### src/rtl/mbus_pkg.sv
package mbus_pkg;

  typedef enum logic [2:0] {
    PH_IDLE = 3'd0,
    PH_T1   = 3'd1,
    PH_T2   = 3'd2,
    PH_TW   = 3'd3,
    PH_T4   = 3'd4
  } phase_t;

  // Phase order: T2 is present for memory transfers only.
  function automatic phase_t phase_after(phase_t cur, logic start, logic io);
    phase_t nxt;
    case (cur)
      PH_IDLE: nxt = start ? PH_T1 : PH_IDLE;
      PH_T1:   nxt = io ? PH_TW : PH_T2;
      PH_T2:   nxt = PH_TW;
      PH_TW:   nxt = PH_T4;
      default: nxt = PH_IDLE;
    endcase
    return nxt;
  endfunction

  function automatic logic is_addr_phase(phase_t p);
    return (p == PH_T1) || (p == PH_T2);
  endfunction

  function automatic logic is_data_phase(phase_t p);
    return (p == PH_TW) || (p == PH_T4);
  endfunction

endpackage

### src/rtl/mbus_seq.sv
module mbus_seq
  import mbus_pkg::*;
#(
  parameter int BUS_W = 16
) (
  input  logic             clk,
  input  logic             rst_n,
  input  logic             req,
  input  logic             req_we,
  input  logic             req_io,
  input  logic [BUS_W-1:1] req_addr,
  input  logic [BUS_W-1:0] req_wdata,
  input  logic [1:0]       req_be,
  input  logic             hold,
  output phase_t           phase,
  output logic             start,
  output logic [BUS_W-1:1] x_addr,
  output logic [BUS_W-1:0] x_wdata,
  output logic [1:0]       x_be,
  output logic             x_we,
  output logic             x_io
);

  assign start = (phase == PH_IDLE) && req && !hold;

  always_ff @(posedge clk or negedge rst_n) begin
    if (!rst_n) begin
      phase   <= PH_IDLE;
      x_addr  <= '0;
      x_wdata <= '0;
      x_be    <= '0;
      x_we    <= 1'b0;
      x_io    <= 1'b0;
    end else begin
      phase <= phase_after(phase, start, x_io);
      if (start) begin
        x_addr  <= req_addr;
        x_wdata <= req_wdata;
        x_be    <= req_be;
        x_we    <= req_we;
        x_io    <= req_io;
      end
    end
  end

endmodule

### src/rtl/mbus_lanes.sv
module mbus_lanes
  import mbus_pkg::*;
#(
  parameter int BUS_W = 16
) (
  input  phase_t           phase,
  input  logic [BUS_W-1:1] x_addr,
  input  logic [BUS_W-1:0] x_wdata,
  input  logic [1:0]       x_be,
  input  logic             x_we,
  input  logic             x_io,
  output logic [BUS_W-1:0] ad_out,
  output logic             ad_oe,
  output logic             ale_lo,
  output logic             ale_hi,
  output logic             we_n,
  output logic             oe_n,
  output logic             bhe_n,
  output logic             pio
);

  localparam int HALF = BUS_W / 2;

  // Low slice: address bits above 0, with line 0 used as the low-byte enable.
  function automatic logic [BUS_W-1:0] low_slice(logic [BUS_W-1:1] a, logic be0);
    logic [BUS_W-1:0] v;
    v = '0;
    v[HALF-1:1] = a[HALF-1:1];
    v[0] = ~be0;
    return v;
  endfunction

  function automatic logic [BUS_W-1:0] high_slice(logic [BUS_W-1:1] a);
    logic [BUS_W-1:0] v;
    v = '0;
    v[HALF-1:0] = a[BUS_W-1:HALF];
    return v;
  endfunction

  logic busy;
  assign busy = (phase != PH_IDLE);

  always_comb begin
    ad_out = '0;
    ad_oe  = 1'b0;
    case (phase)
      PH_T1: begin
        ad_out = low_slice(x_addr, x_be[0]);
        ad_oe  = 1'b1;
      end
      PH_T2: begin
        ad_out = high_slice(x_addr);
        ad_oe  = 1'b1;
      end
      PH_TW, PH_T4: begin
        ad_out = x_we ? x_wdata : '0;
        ad_oe  = x_we;
      end
      default: ;
    endcase
  end

  assign ale_lo = (phase == PH_T1);
  assign ale_hi = (phase == PH_T2);
  assign we_n   = !((phase == PH_TW) && x_we);
  assign oe_n   = !is_data_phase(phase);
  assign bhe_n  = !(busy && x_be[1]);
  assign pio    = busy && x_io;

endmodule

### src/rtl/mbus_rcap.sv
module mbus_rcap
  import mbus_pkg::*;
#(
  parameter int BUS_W = 16
) (
  input  logic             clk,
  input  logic             rst_n,
  input  phase_t           phase,
  input  logic             x_we,
  input  logic [BUS_W-1:0] ad_in,
  output logic             ack,
  output logic [BUS_W-1:0] rdata
);

  logic last_phase;
  assign last_phase = (phase == PH_T4);

  always_ff @(posedge clk or negedge rst_n) begin
    if (!rst_n) begin
      ack   <= 1'b0;
      rdata <= '0;
    end else begin
      ack <= last_phase;
      if (last_phase && !x_we) rdata <= ad_in;
    end
  end

endmodule

### src/rtl/mbus_ctrl.sv
module mbus_ctrl
  import mbus_pkg::*;
#(
  parameter int BUS_W = 16
) (
  input  logic             clk,
  input  logic             rst_n,
  input  logic             req,
  input  logic             req_we,
  input  logic             req_io,
  input  logic [BUS_W-1:1] req_addr,
  input  logic [BUS_W-1:0] req_wdata,
  input  logic [1:0]       req_be,
  output logic             ack,
  output logic [BUS_W-1:0] rdata,
  output logic [BUS_W-1:0] ad_out,
  output logic             ad_oe,
  input  logic [BUS_W-1:0] ad_in,
  output logic             ale_lo,
  output logic             ale_hi,
  output logic             we_n,
  output logic             oe_n,
  output logic             bhe_n,
  output logic             pio
);

  phase_t           phase;
  logic             start;
  logic [BUS_W-1:1] x_addr;
  logic [BUS_W-1:0] x_wdata;
  logic [1:0]       x_be;
  logic             x_we;
  logic             x_io;

  mbus_seq #(.BUS_W(BUS_W)) u_seq (
    .clk       (clk),
    .rst_n     (rst_n),
    .req       (req),
    .req_we    (req_we),
    .req_io    (req_io),
    .req_addr  (req_addr),
    .req_wdata (req_wdata),
    .req_be    (req_be),
    .hold      (ack),
    .phase     (phase),
    .start     (start),
    .x_addr    (x_addr),
    .x_wdata   (x_wdata),
    .x_be      (x_be),
    .x_we      (x_we),
    .x_io      (x_io)
  );

  mbus_lanes #(.BUS_W(BUS_W)) u_lanes (
    .phase   (phase),
    .x_addr  (x_addr),
    .x_wdata (x_wdata),
    .x_be    (x_be),
    .x_we    (x_we),
    .x_io    (x_io),
    .ad_out  (ad_out),
    .ad_oe   (ad_oe),
    .ale_lo  (ale_lo),
    .ale_hi  (ale_hi),
    .we_n    (we_n),
    .oe_n    (oe_n),
    .bhe_n   (bhe_n),
    .pio     (pio)
  );

  mbus_rcap #(.BUS_W(BUS_W)) u_rcap (
    .clk   (clk),
    .rst_n (rst_n),
    .phase (phase),
    .x_we  (x_we),
    .ad_in (ad_in),
    .ack   (ack),
    .rdata (rdata)
  );

endmodule

### config.mk
export PLATFORM = sky130hd
export DESIGN_NAME = mbus_ctrl
export DESIGN_NICKNAME = d
export VERILOG_FILES = /design/src/rtl/mbus_pkg.sv /design/src/rtl/mbus_seq.sv /design/src/rtl/mbus_lanes.sv /design/src/rtl/mbus_rcap.sv /design/src/rtl/mbus_ctrl.sv
export SDC_FILE = /design/constraint.sdc
export NUM_CORES = 1
export LEC_CHECK = 0
export BUFFER_PORTS_ARGS = -buffer_cell sky130_fd_sc_hd__buf_2
export CAP_MARGIN = 0
export CORE_ASPECT_RATIO = 1.4
export CORE_MARGIN = 2
export CORE_UTILIZATION = 45
export CTS_BUF_LIST = sky130_fd_sc_hd__clkbuf_16
export CTS_CLUSTER_SIZE = 40
export DETAILED_ROUTE_END_ITERATION = 12
export GPL_TIMING_DRIVEN = 0
export PLACE_DENSITY = 0.74
export SLEW_MARGIN = 30
export SYNTH_ARGS = -nofsm -noshare
export SYNTH_HDL_FRONTEND = slang
export SYNTH_SLANG_ARGS = --single-unit
### constraint.sdc
create_clock -name clk -period 1.8 [get_ports clk]
set_input_delay 0.45 -clock clk [delete_from_list [all_inputs] [get_ports clk]]
set_output_delay 0.45 -clock clk [all_outputs]
set_load 0.02 [all_outputs]
==> impl_metrics.env <==
export IMPL_status="finished with violations"
export IMPL_violations="setup timing"
export IMPL_synth_edff_count=0
export IMPL_fin_nets=325
export IMPL_p_int_mw=4.39
export IMPL_stdcell_count=340
export IMPL_combPwrFrac_pct=50.8
export IMPL_ctsLongestPathBuffers=2
export IMPL_die_area_um2=6140
export IMPL_syn_inst=162
export IMPL_setup_viol=21
export IMPL_ctsHoldBuffers=0
export IMPL_swShare_pct=35.0
export IMPL_place_ws_ns=-0.216
export IMPL_cp_required_ns=1.35
export IMPL_p_sw_mw=2.36
export IMPL_die_w_um=66.8
export IMPL_cts_buffers=5
export IMPL_fin_ws_ns=-0.355
export IMPL_tns_ns=-5.72
export IMPL_syn_mean_instance_area_um2=15.3
export IMPL_ir_drop_mv=0.996
export IMPL_drive_gt1_share_pct=69.9
export IMPL_synthArstFlopShare_pct=100
export IMPL_rrSetupSlack_ns=0.03
export IMPL_placed_cells=323
export IMPL_hold_class="input port to async pin"
export IMPL_start_util_pct=46.0
export IMPL_fin_worst_skew_ns=0.00434
export IMPL_syn2layout_area_growth_pct=37.2
export IMPL_yosysWarnings=0
export IMPL_ys_seq_area_share_pct=55.4
export IMPL_synth_distinct_cells=24
export IMPL_worstPathArrival_ns=1.71
export IMPL_final_util_pct=63.1
export IMPL_drt_iter0_drc=49
export IMPL_clkPwrFrac_pct=16.0
export IMPL_path_buf_inv=1
export IMPL_critical_path_class="flip-flop to output pin"
export IMPL_crit_chain="and3b_2, o21a_4, a221o_1, buf_6"
export IMPL_drv_cap=0
export IMPL_power_mw=6.75
export IMPL_syn_nets=216
export IMPL_worst_pin_slew_ns=0.675
export IMPL_finalCritPeriodShare_pct=120
export IMPL_post_route_cell_area_um2=3410
export IMPL_io_pins=94
export IMPL_yosys_area_top_type_share_pct=55.4
export IMPL_slew_viol_final=0
export IMPL_wire_per_inst_um=15.4
export IMPL_grt_max_degree=56
export IMPL_diodes=0
export IMPL_grt_use_total_pct=17.6
export IMPL_crit_path_max_fanout=5
export IMPL_cts_tree="yes"
export IMPL_crit_family="compound AO/OA/AOI/OAI gates"
export IMPL_viasPerCell=5.02
export IMPL_cts_root_buf="clkbuf_16"
export IMPL_grt_overflow=0
export IMPL_rr_worst_depth=7
export IMPL_fmax_mhz=464
export IMPL_core_um2=5410
export IMPL_crit_path_end_kind="output pin"
export IMPL_dpl_cell_area_um2=3040
export IMPL_r2r_start="u_seq.phase[0]"
export IMPL_powerDensity_nw_per_um2=1980
export IMPL_yosys_top_cells_area="dfrtp_1 (55%), mux2_4 (24%), mux2_2 (5.4%), buf_6 (2.3%), a22oi_1 (2.1%)"
export IMPL_worst_hold_slack_ns=0.203
export IMPL_grt_pass1_vias=1812
export IMPL_clock_sinks=55
export IMPL_p_leak_nw=1.74
export IMPL_grt_pass1_wl_um=8200
export IMPL_crit_path_start_kind="flip-flop"
export IMPL_die_h_um=91.9
export IMPL_clk_latency_ns=0.29
export IMPL_routed_wl_um=5240
export IMPL_gp_congestion=0.782
export IMPL_numPortBuffers=93
export IMPL_syn_cell_area_um2=2480
export IMPL_crit_slowest_cell="dfrtp_2"
export IMPL_fin_crit_ns=2.16
export IMPL_clk_pin_slew_worst_paths_ns=0.07
export IMPL_num_rows=32
export IMPL_slew_headroom_pct=55.0
export IMPL_drt_pre_antenna_iters=4
export IMPL_ys_ff_latch=55
export IMPL_synth_ff_type="dfrtp_1"
export IMPL_drc_errors=0
export IMPL_rsz0062_at_grt="true"
export IMPL_cts_max_level=2
export IMPL_via_count=1707
export IMPL_timing_hold_violations_final=0
export IMPL_antenna_found_initial=0
export IMPL_ant_nets=0
export IMPL_seqPwrFrac_pct=33.2
export IMPL_synth_area_leader_cell="dfrtp_1"
export IMPL_place_hpwl_um=3570
export IMPL_r2r_end="u_seq.x_addr[5]"
export IMPL_cpPeakStageDelay_ns=0.44
-- what timing repair did --
action / 4_1_cts / 5_1_grt
setup endpoints to repair: 20 / 47
gates resized for setup: 35 / 11
pin swaps: 9 / 3
setup buffers: 5 / 3
cloned: 1 / 0
-- layer usage --
metal	part of all wire (%)	up-vias	GRT usage (%)
met5	0	-	0
met4	1.2	0	5.78
met3	6.1	7	3.56
met2	53	67	31.7
met1	40	841	20.3
li1	-	792	-
-- placed cells by master, fill, tap and decap left out, types with 2 or more instances in the layout --
cell type / netlist / layout
a22oi_1: 7 / 7
and2_4: 0 / 8
buf_2: 2 / 81
buf_4: 0 / 8
buf_6: 5 / 19
clkbuf_16: 0 / 5
dfrtp_1: 55 / 52
dfrtp_2: 0 / 3
mux2_2: 12 / 12
mux2_4: 39 / 39
nand2_1: 9 / 9
nor2b_1: 2 / 2
nor3b_2: 0 / 2
o21ai_0: 7 / 5
o21ai_1: 0 / 2
-- power groups by stage --
stage	registers, mW	clock network (mW)	logic [mW]
after detailed placement	2.24	0	3.07
after floorplan	2.41	0	2.03
after global placement	2.21	0	3.03
after global routing	2.32	1.16	3.65
final	2.24	1.08	3.43
after CTS	2.22	1.12	3.38
-- sequential cells by signal, summed over array words and instances (netlist names) --
| register | count |
|---|---|
| u_seq.x_be | 2 |
| u_seq.x_we | 1 |
| u_rcap.ack | 1 |
| u_seq.phase | 3 |
| u_rcap.rdata | 16 |
| u_seq.x_io | 1 |
| u_seq.x_addr | 15 |
| u_seq.x_wdata | 16 |
-- worst reg2reg max path, cell delays in order (launching register included) --
cell and delay (ns):
dfrtp_2 0.44, buf_4 0.14, buf_4 0.12, nor3_2 0.18, nand3b_1 0.14, buf_6 0.17
buf_6 0.17, mux2_4 0.30
-- worst max-delay path by stage --
stage,startpoint,endpoint,slack [ns],depth (start not counted)
2_1_floorplan,u_seq.phase[0],ad_out[0],0.002,3
3_3_place_gp,u_seq.phase[0],ad_out[0],-0.21,4
3_5_place_dp,u_seq.phase[0],ad_out[0],-0.22,4
4_1_cts,u_seq.phase[0],ad_out[7],-0.36,5
5_1_grt,u_seq.phase[1],ad_out[0],-0.40,4
6_report,u_seq.phase[1],ad_out[0],-0.36,4
-- synth_stat cells, drive strengths merged, types with 2 or more instances --
| library cell | number |
|---|---|
| nand2 | 9 |
| or2 | 2 |
| and2 | 8 |
| dfrtp | 55 |
| nor3b | 3 |
| buf | 8 |
| o21ai | 7 |
| nor2b | 2 |
| mux2 | 51 |
| a22oi | 7 |
-- final cells by class --
cell class,count,area [um2]
multi-input cells,99,1070
repair buffers,101,601
flip-flops and latches,55,1380
clock inverters,3,43.8
fillers,436,2000
clock buffers,5,125
well taps,68,85.1
plain buffers,9,104
-- kinds of logic after synthesis --
kind of cell / synth area share [%]
flops: 55.4
mux: 29.0
simple gates: 7.55
compound gates: 4.43
buf+inv: 3.63
Note: power is estimated with default switching activity, not from simulation.
